[config.mk]
export PLATFORM = sky130hd
export DESIGN_NAME = ldst_order_unit
export DESIGN_NICKNAME = d
export VERILOG_FILES = /design/src/rtl/ldst_order_pkg.sv /design/src/rtl/ldst_alias_table.sv /design/src/rtl/ldst_store_q.sv /design/src/rtl/ldst_load_track.sv /design/src/rtl/ldst_order_unit.sv
export SDC_FILE = /design/constraint.sdc
export NUM_CORES = 1
export LEC_CHECK = 0
export BUFFER_PORTS_ARGS = -buffer_cell sky130_fd_sc_hd__buf_2
export CORE_MARGIN = 3
export CORE_UTILIZATION = 45
export CTS_BUF_LIST = sky130_fd_sc_hd__clkbuf_16
export DETAILED_ROUTE_END_ITERATION = 10
export PLACE_DENSITY = 0.71
export SLEW_MARGIN = 20
export SYNTH_ARGS = -nofsm -noshare
export SYNTH_HDL_FRONTEND = slang
export SYNTH_SLANG_ARGS = --single-unit
export TNS_END_PERCENT = 100
[constraint.sdc]
create_clock -name clk -period 8.11 [get_ports clk]
set_input_delay 0 -clock clk [delete_from_list [all_inputs] [get_ports clk]]
set_output_delay 0 -clock clk [all_outputs]
set_load 0.05 [all_outputs]
[src/rtl/ldst_order_pkg.sv]
package ldst_order_pkg;
  localparam int SEQ_W = 6;

  // a is earlier than b in program order (modulo-2^SEQ_W distance)
  function automatic logic seq_before(input logic [SEQ_W-1:0] a,
                                      input logic [SEQ_W-1:0] b);
    logic [SEQ_W-1:0] d;
    d = a - b;
    return d[SEQ_W-1];
  endfunction
endpackage

[src/rtl/ldst_alias_table.sv]
module ldst_alias_table #(
  parameter int DEPTH = 16,
  localparam int IW = $clog2(DEPTH)
) (
  input  logic          clk,
  input  logic          rst_n,
  input  logic [IW-1:0] rd_idx,
  output logic [1:0]    rd_ctr,
  input  logic          set_en,
  input  logic [IW-1:0] set_idx,
  input  logic          dec_en,
  input  logic [IW-1:0] dec_idx
);
  logic [DEPTH-1:0][1:0] tbl_q, tbl_nx;

  assign rd_ctr = tbl_q[rd_idx];

  always_comb begin
    tbl_nx = tbl_q;
    if (dec_en && (tbl_q[dec_idx] != 2'd0))
      tbl_nx[dec_idx] = tbl_q[dec_idx] - 2'd1;
    if (set_en)
      tbl_nx[set_idx] = 2'd3;
  end

  always_ff @(posedge clk or negedge rst_n) begin
    if (!rst_n) tbl_q <= '0;
    else if (set_en || dec_en) tbl_q <= tbl_nx;
  end

  assert_train_max_R8: assert property (@(posedge clk) disable iff (!rst_n)
    set_en |=> tbl_q[$past(set_idx)] == 2'd3);
endmodule

[src/rtl/ldst_store_q.sv]
module ldst_store_q #(
  parameter int DEPTH = 8,
  parameter int BW    = 29,
  localparam int SW   = ldst_order_pkg::SEQ_W
) (
  input  logic          clk,
  input  logic          rst_n,
  input  logic          alloc_v,
  input  logic [SW-1:0] alloc_seq,
  input  logic          res_v,
  input  logic [SW-1:0] res_seq,
  input  logic [BW-1:0] res_blk,
  input  logic          com_v,
  input  logic [SW-1:0] com_seq,
  input  logic [SW-1:0] q_seq,
  input  logic [BW-1:0] q_blk,
  output logic          full,
  output logic          blk_known,
  output logic          unk_older
);
  logic [DEPTH-1:0]         vld_q, vld_nx, av_q, av_nx;
  logic [DEPTH-1:0][SW-1:0] seq_q, seq_nx;
  logic [DEPTH-1:0][BW-1:0] blk_q, blk_nx;
  logic                     free_hit;
  logic [$clog2(DEPTH)-1:0] free_idx;

  assign full = &vld_q;

  always_comb begin
    free_hit = 1'b0;
    free_idx = '0;
    for (int i = 0; i < DEPTH; i++)
      if (!vld_q[i] && !free_hit) begin
        free_hit = 1'b1;
        free_idx = ($clog2(DEPTH))'(i);
      end
  end

  always_comb begin
    blk_known = 1'b0;
    unk_older = 1'b0;
    for (int i = 0; i < DEPTH; i++)
      if (vld_q[i] && ldst_order_pkg::seq_before(seq_q[i], q_seq)) begin
        if (!av_q[i]) unk_older = 1'b1;
        else if (blk_q[i] == q_blk) blk_known = 1'b1;
      end
  end

  always_comb begin
    vld_nx = vld_q;
    av_nx  = av_q;
    seq_nx = seq_q;
    blk_nx = blk_q;
    for (int i = 0; i < DEPTH; i++) begin
      if (com_v && vld_q[i] && seq_q[i] == com_seq) vld_nx[i] = 1'b0;
      if (res_v && vld_q[i] && seq_q[i] == res_seq) begin
        av_nx[i]  = 1'b1;
        blk_nx[i] = res_blk;
      end
    end
    if (alloc_v && free_hit) begin
      vld_nx[free_idx] = 1'b1;
      av_nx[free_idx]  = 1'b0;
      seq_nx[free_idx] = alloc_seq;
    end
  end

  always_ff @(posedge clk or negedge rst_n) begin
    if (!rst_n) begin
      vld_q <= '0;
      av_q  <= '0;
      seq_q <= '0;
      blk_q <= '0;
    end else if (alloc_v || res_v || com_v) begin
      vld_q <= vld_nx;
      av_q  <= av_nx;
      seq_q <= seq_nx;
      blk_q <= blk_nx;
    end
  end

  assert_alloc_lands_R9: assert property (@(posedge clk) disable iff (!rst_n)
    (alloc_v && !full && !com_v) |=> $countones(vld_q) == $past($countones(vld_q)) + 1);
endmodule

[src/rtl/ldst_load_track.sv]
module ldst_load_track #(
  parameter int DEPTH = 4,
  parameter int BW    = 29,
  parameter int IW    = 4,
  localparam int SW   = ldst_order_pkg::SEQ_W,
  localparam int LW   = $clog2(DEPTH)
) (
  input  logic          clk,
  input  logic          rst_n,
  input  logic          fire,
  input  logic [SW-1:0] f_seq,
  input  logic [BW-1:0] f_blk,
  input  logic [IW-1:0] f_idx,
  input  logic          res_v,
  input  logic [SW-1:0] res_seq,
  input  logic [BW-1:0] res_blk,
  input  logic          ret_v,
  input  logic [SW-1:0] ret_seq,
  output logic          full,
  output logic          rp_hit,
  output logic [SW-1:0] rp_seq,
  output logic [IW-1:0] rp_idx,
  output logic          dec_en,
  output logic [IW-1:0] dec_idx
);
  logic [DEPTH-1:0]         vld_q, vld_nx, mt;
  logic [DEPTH-1:0][SW-1:0] seq_q, seq_nx;
  logic [DEPTH-1:0][BW-1:0] blk_q, blk_nx;
  logic [DEPTH-1:0][IW-1:0] idx_q, idx_nx;
  logic [LW-1:0]            best, free_idx;
  logic                     free_hit;

  assign full = &vld_q;

  // conflict scan: younger loads in the resolving store's block, oldest wins
  always_comb begin
    rp_hit = 1'b0;
    best   = '0;
    rp_seq = '0;
    for (int i = 0; i < DEPTH; i++) begin
      mt[i] = res_v && vld_q[i] && (blk_q[i] == res_blk) &&
              ldst_order_pkg::seq_before(res_seq, seq_q[i]);
      if (mt[i] && (!rp_hit || ldst_order_pkg::seq_before(seq_q[i], rp_seq))) begin
        rp_hit = 1'b1;
        best   = LW'(i);
        rp_seq = seq_q[i];
      end
    end
  end
  assign rp_idx = idx_q[best];

  always_comb begin
    free_hit = 1'b0;
    free_idx = '0;
    for (int i = 0; i < DEPTH; i++)
      if (!vld_q[i] && !free_hit) begin
        free_hit = 1'b1;
        free_idx = LW'(i);
      end
  end

  always_comb begin
    vld_nx  = vld_q;
    seq_nx  = seq_q;
    blk_nx  = blk_q;
    idx_nx  = idx_q;
    dec_en  = 1'b0;
    dec_idx = '0;
    for (int i = 0; i < DEPTH; i++)
      if (ret_v && vld_q[i] && seq_q[i] == ret_seq) begin
        vld_nx[i] = 1'b0;
        dec_en    = 1'b1;
        dec_idx   = idx_q[i];
      end
    if (rp_hit) vld_nx[best] = 1'b0;
    if (fire && free_hit) begin
      vld_nx[free_idx] = 1'b1;
      seq_nx[free_idx] = f_seq;
      blk_nx[free_idx] = f_blk;
      idx_nx[free_idx] = f_idx;
    end
  end

  always_ff @(posedge clk or negedge rst_n) begin
    if (!rst_n) begin
      vld_q <= '0;
      seq_q <= '0;
      blk_q <= '0;
      idx_q <= '0;
    end else if (fire || ret_v || rp_hit) begin
      vld_q <= vld_nx;
      seq_q <= seq_nx;
      blk_q <= blk_nx;
      idx_q <= idx_nx;
    end
  end

  assert_no_fire_full_R10: assert property (@(posedge clk) disable iff (!rst_n)
    fire |-> !full);
endmodule

[src/rtl/ldst_order_unit.sv]
module ldst_order_unit #(
  parameter int AW         = 32,
  parameter int PC_W       = 32,
  parameter int SQ_DEPTH   = 8,
  parameter int LQ_DEPTH   = 4,
  parameter int PRED_DEPTH = 16,
  parameter int GRAIN      = 8,
  parameter int PENALTY    = 20,
  localparam int SW   = ldst_order_pkg::SEQ_W,
  localparam int OW   = $clog2(GRAIN),
  localparam int BW   = AW - OW,
  localparam int IW   = $clog2(PRED_DEPTH),
  localparam int CW   = $clog2(PENALTY + 1)
) (
  input  logic            clk,
  input  logic            rst_n,
  input  logic            st_alloc_v,
  input  logic [SW-1:0]   st_alloc_seq,
  output logic            sq_full,
  input  logic            st_res_v,
  input  logic [SW-1:0]   st_res_seq,
  input  logic [AW-1:0]   st_res_addr,
  input  logic            st_commit_v,
  input  logic [SW-1:0]   st_commit_seq,
  input  logic            ld_req_v,
  input  logic [SW-1:0]   ld_req_seq,
  input  logic [PC_W-1:0] ld_req_pc,
  input  logic [AW-1:0]   ld_req_addr,
  output logic            ld_grant,
  input  logic            ld_retire_v,
  input  logic [SW-1:0]   ld_retire_seq,
  output logic            replay_v,
  output logic [SW-1:0]   replay_seq,
  output logic            stall
);
  logic [1:0]    ctr;
  logic          blk_known, unk_older, lq_full;
  logic          rp_hit, dec_en;
  logic [SW-1:0] rp_seq;
  logic [IW-1:0] rp_idx, dec_idx, pidx;
  logic [CW-1:0] cnt_q, cnt_nx;
  logic          rp_v_q;
  logic [SW-1:0] rp_seq_q;
  logic          unused_bits;

  assign pidx        = ld_req_pc[IW-1:0];
  assign unused_bits = ^{ld_req_pc[PC_W-1:IW], ld_req_addr[OW-1:0], st_res_addr[OW-1:0]};

  ldst_alias_table #(.DEPTH(PRED_DEPTH)) u_pred (
    .clk(clk), .rst_n(rst_n), .rd_idx(pidx), .rd_ctr(ctr),
    .set_en(rp_hit), .set_idx(rp_idx), .dec_en(dec_en), .dec_idx(dec_idx));

  ldst_store_q #(.DEPTH(SQ_DEPTH), .BW(BW)) u_sq (
    .clk(clk), .rst_n(rst_n),
    .alloc_v(st_alloc_v), .alloc_seq(st_alloc_seq),
    .res_v(st_res_v), .res_seq(st_res_seq), .res_blk(st_res_addr[AW-1:OW]),
    .com_v(st_commit_v), .com_seq(st_commit_seq),
    .q_seq(ld_req_seq), .q_blk(ld_req_addr[AW-1:OW]),
    .full(sq_full), .blk_known(blk_known), .unk_older(unk_older));

  assign stall    = (cnt_q != '0);
  assign ld_grant = ld_req_v && !stall && !st_res_v && !lq_full && !blk_known &&
                    (!unk_older || !ctr[1]);

  ldst_load_track #(.DEPTH(LQ_DEPTH), .BW(BW), .IW(IW)) u_lq (
    .clk(clk), .rst_n(rst_n),
    .fire(ld_grant), .f_seq(ld_req_seq), .f_blk(ld_req_addr[AW-1:OW]), .f_idx(pidx),
    .res_v(st_res_v), .res_seq(st_res_seq), .res_blk(st_res_addr[AW-1:OW]),
    .ret_v(ld_retire_v), .ret_seq(ld_retire_seq),
    .full(lq_full), .rp_hit(rp_hit), .rp_seq(rp_seq), .rp_idx(rp_idx),
    .dec_en(dec_en), .dec_idx(dec_idx));

  always_comb begin
    cnt_nx = cnt_q;
    if (rp_hit) cnt_nx = CW'(PENALTY);
    else if (cnt_q != '0) cnt_nx = cnt_q - 1'b1;
  end

  always_ff @(posedge clk or negedge rst_n) begin
    if (!rst_n) begin
      cnt_q    <= '0;
      rp_v_q   <= 1'b0;
      rp_seq_q <= '0;
    end else begin
      if (rp_hit || stall) cnt_q <= cnt_nx;
      rp_v_q <= rp_hit;
      if (rp_hit) rp_seq_q <= rp_seq;
    end
  end

  assign replay_v   = rp_v_q;
  assign replay_seq = rp_seq_q;

  assert_replay_stalls_R7: assert property (@(posedge clk) disable iff (!rst_n)
    replay_v |-> stall);
  assert_penalty_countdown_R7: assert property (@(posedge clk) disable iff (!rst_n)
    (stall && !rp_hit) |=> cnt_q == $past(cnt_q) - 1'b1);
  assert_replay_pulse_R5: assert property (@(posedge clk) disable iff (!rst_n)
    (replay_v && !rp_hit) |=> !replay_v);
endmodule

==> flow_summary.json <==
{
  "grt_util_all_layers_pct": 26.94,
  "place_area_sq_um": 29970,
  "p_total_mw": 10.84,
  "pwr-share-comb_pct": 36.4,
  "fp.dieW_um": 255.7,
  "finalCritPeriodShare_pct": 99.05,
  "yosys_warnings": 0,
  "ys_ff_latch": 500,
  "synthCells": 2402,
  "setup_viol": 0,
  "finalClockSkew_ps": 35.25,
  "num-fill-cells": 5208,
  "swShare_pct": 35.77,
  "routed_wl_mm": 89.45,
  "num_rows": 90,
  "final_util_pct": 53.74,
  "io_buffer_count": 108,
  "overflow": 0,
  "outcome": "complete, but fails checks",
  "fin_crit_ps": 8033,
  "drive_gt1_share_pct": 31.44,
  "final_common_cell": "dfrtp_1",
  "synth_nets": 2597,
  "hpwl_mm": 58.58,
  "drtIter0Drc": 1909,
  "grt_pass1_vias": 21496,
  "grt_max_degree": 168,
  "clock-sinks": 500,
  "synth_area_per_cell_sq_um": 11.68,
  "first_pass_iters": 5,
  "rsz0062_at_grt": "yes",
  "clk_latency_ps": 640,
  "synth_ff_type": "dfrtp_1",
  "hold_violations": 1,
  "worst_path_max_delay_cell": "or4b_4",
  "pre_cts_ws_ps": -264.1,
  "cap_violations": 0,
  "core_area_sq_um": 61030,
  "synth_edf_count": 0,
  "drc": 0,
  "syn_area_sq_um": 28050,
  "antenna_left": 0,
  "critPathRequiredTime_ps": 8630,
  "p_int_mw": 6.964,
  "yosysSeqAreaShare_pct": 44.60,
  "setup_ws_ps": 77.37,
  "num-nets-final": 2778,
  "seq_power_share_pct": 40.6,
  "avgRoutedWirePerCell_um": 25.87,
  "grt_pass1_wl_mm": 134.6,
  "vdd_drop_max_uv": 197.1,
  "timing.hold.ws_ps": -1.873,
  "violations": "negative hold slack",
  "power.switching_mw": 3.877,
  "max_freq_mhz": 124.5,
  "tightest_slew_ps": 1138,
  "critPathBufInv": 4,
  "power_density_nw_per_um2": 330.6,
  "synthToLayoutAreaGrowth_pct": 16.90,
  "htreeDepth": 2,
  "antenna_found_initial": 2,
  "crit_arrival_ps": 8560,
  "cts_tree": "yes",
  "cts.clk_slew.worst_paths_ps": 60,
  "final_cell_mix": "dfrtp_1, mux2_2, xor2_1, xnor2_1, buf_2",
  "final-instance-count-excl-fill": 3457,
  "gp_congestion": 0.9048,
  "initial_utilization_pct": 45.97,
  "multi_input_area_sq_um": 15260,
  "maxSlewViolCount": 0,
  "dp.cells": 3294,
  "viasPerCell": 5.933,
  "leakagePower_nw": 14.82,
  "boundaryPins": 143,
  "vias": 20510,
  "synthArstFlopShare_pct": 100.0,
  "critical_path.max_fanout": 8,
  "synth_cell_types": 79,
  "hold_path_class": "input pin to async pin",
  "critPathKind": "register to register",
  "p_clk_share_pct": 23.1,
  "cts_made_buffers": 55,
  "clockBufferDepth": 3,
  "slew_headroom_pct": 24.13,
  "cp-start-kind": "register",
  "cts_root_buffer": "clkbuf_16",
  "critPathCaptureType": "register",
  "die_y_um": 255.7,
  "design_area_sq_um": 32800,
  "path_delay_family": "compound AO/OA/AOI/OAI gates",
  "cpPeakStageDelay_ps": 570,
  "dieArea_sq_um": 65370,
  "ff_latch_area_sq_um": 12510
}
## final cells by class
type | count | area share, %
Multi-Input combinational cell | 1696 | 46.52
Sequential cell | 500 | 38.15
Timing Repair Buffer | 272 | 5.993
Clock buffer | 55 | 4.197
Tap cell | 828 | 3.159
Clock inverter | 46 | 1.301
Inverter | 58 | 0.6638
Antenna cell | 2 | 0.01526
## power groups by stage
stage,combinational (mW),sequential [mW],clock (mW)
floorplan,2.87,4.12,0
global placement,3.63,4.33,0
detailed placement,3.76,4.40,0
CTS,3.84,4.36,2.54
global route,4.29,4.50,2.64
finish,3.94,4.40,2.50
## worst paths after layout
path | cells after the start | endpoint | start | slack [ps]
worst max register to register | 38 | u_pred.tbl_q[10]$_DFFE_PN0P_ | u_lq.blk_q[7]$_DFFE_PN0P_ | 80
worst max-delay path | 38 | u_pred.tbl_q[10]$_DFFE_PN0P_ | u_lq.blk_q[7]$_DFFE_PN0P_ | 80
worst min-delay path | 2 | u_lq.blk_q[18]$_DFFE_PN0P_ | rst_n | -2
min in group clk | 3 | u_lq.seq_q[10]$_DFFE_PN0P_ | ld_req_seq[4] | 20
worst min register to register | 2 | cnt_q[4]$_DFFE_PN0P_ | cnt_q[4]$_DFFE_PN0P_ | 480
max in group asynchronous | 4 | u_sq.blk_q[31]$_DFFE_PN0P_ | rst_n | 5850
## per-layer routing
metal / track usage, % / wire [um] / vias up
met3: 4.245 / 6254 / 243
met4: 12.50 / 4139 / 0
li1: - / - / 8911
met1: 35.61 / 36990 / 10552
met5: 0 / 0 / -
met2: 43.65 / 42060 / 804
## sequential cells by signal, summed over array words and instances (netlist names)
| name | count |
|---|---|
| u_lq.seq_q | 24 |
| u_lq.blk_q | 116 |
| u_lq.idx_q | 16 |
| replay_seq | 6 |
| u_pred.tbl_q | 32 |
| u_sq.av_q | 8 |
| u_lq.vld_q | 4 |
| u_sq.blk_q | 232 |
| u_sq.seq_q | 48 |
| replay_v | 1 |
| u_sq.vld_q | 8 |
| cnt_q | 5 |
## through the flow
step | TNS [ps] | hold WS (ps)
2_1_floorplan | 0 | -295.6
3_3_place_gp | -31.66 | 121.2
3_5_place_dp | -5390 | 130.6
4_1_cts | -81.41 | 1.595
5_1_grt | -8436 | 15.68
6_report | 0 | -1.873
## timing repair
| item | 4_1_cts | 5_1_grt |
|---|---|---|
| endpoints found under the hold margin | 309 | 2 |
| pin swaps | 14 | 46 |
| hold buffers | 46 | 1 |
| setup endpoints to repair | 42 | 42 |
| gates resized for setup | 16 | 87 |
| setup buffers | 9 | 9 |
## cell families after synthesis
| logic type | count (synthesis) | share of synthesized area, % |
|---|---|---|
| DFF | 500 | 44.60 |
| adders and majority gates | 62 | 2.765 |
| xor gates and xnor gates | 495 | 15.48 |
| buffers and inverters | 206 | 2.859 |
| and+or+nand+nor | 400 | 7.961 |
| muxes | 519 | 20.70 |
| AOI/OAI and AO/OA | 220 | 5.633 |
## worst register-to-register path, delay by kind of cell (launching register included)
family                   cells  cell delay, ps
buffers and inverters        4             470
flip-flops                   1             400
AND/OR/NAND/NOR             12            2270
multiplexers                 1             400
XOR/XNOR                     3             700
AO/OA/AOI/OAI               15            2940
adder cells (fa/ha/maj)      3             770
## Yosys cell counts, types with 7 or more instances
master	number	area, sq um
a21o_1	41	307.8
a21oi_1	30	150.1
a31oi_1	7	43.79
buf_1	48	180.2
buf_2	8	40.04
clkbuf_1	88	330.3
dfrtp_1	500	12510
ha_1	62	775.7
inv_1	58	217.7
mux2_2	430	4842
mux2i_1	81	810.8
nand2_1	56	210.2
nand2b_1	20	125.1
nand3_1	29	145.1
nand4_1	80	500.5
nor2_1	59	221.5
nor2b_1	12	75.07
nor3_1	19	95.09
nor4_1	72	450.4
o21ai_0	37	185.2
o22ai_1	9	56.30
o31ai_1	16	120.1
or3_1	8	50.05
or4_1	15	112.6
xnor2_1	226	1979
xor2_1	268	2347
Note: power is estimated with default switching activity, not from simulation.
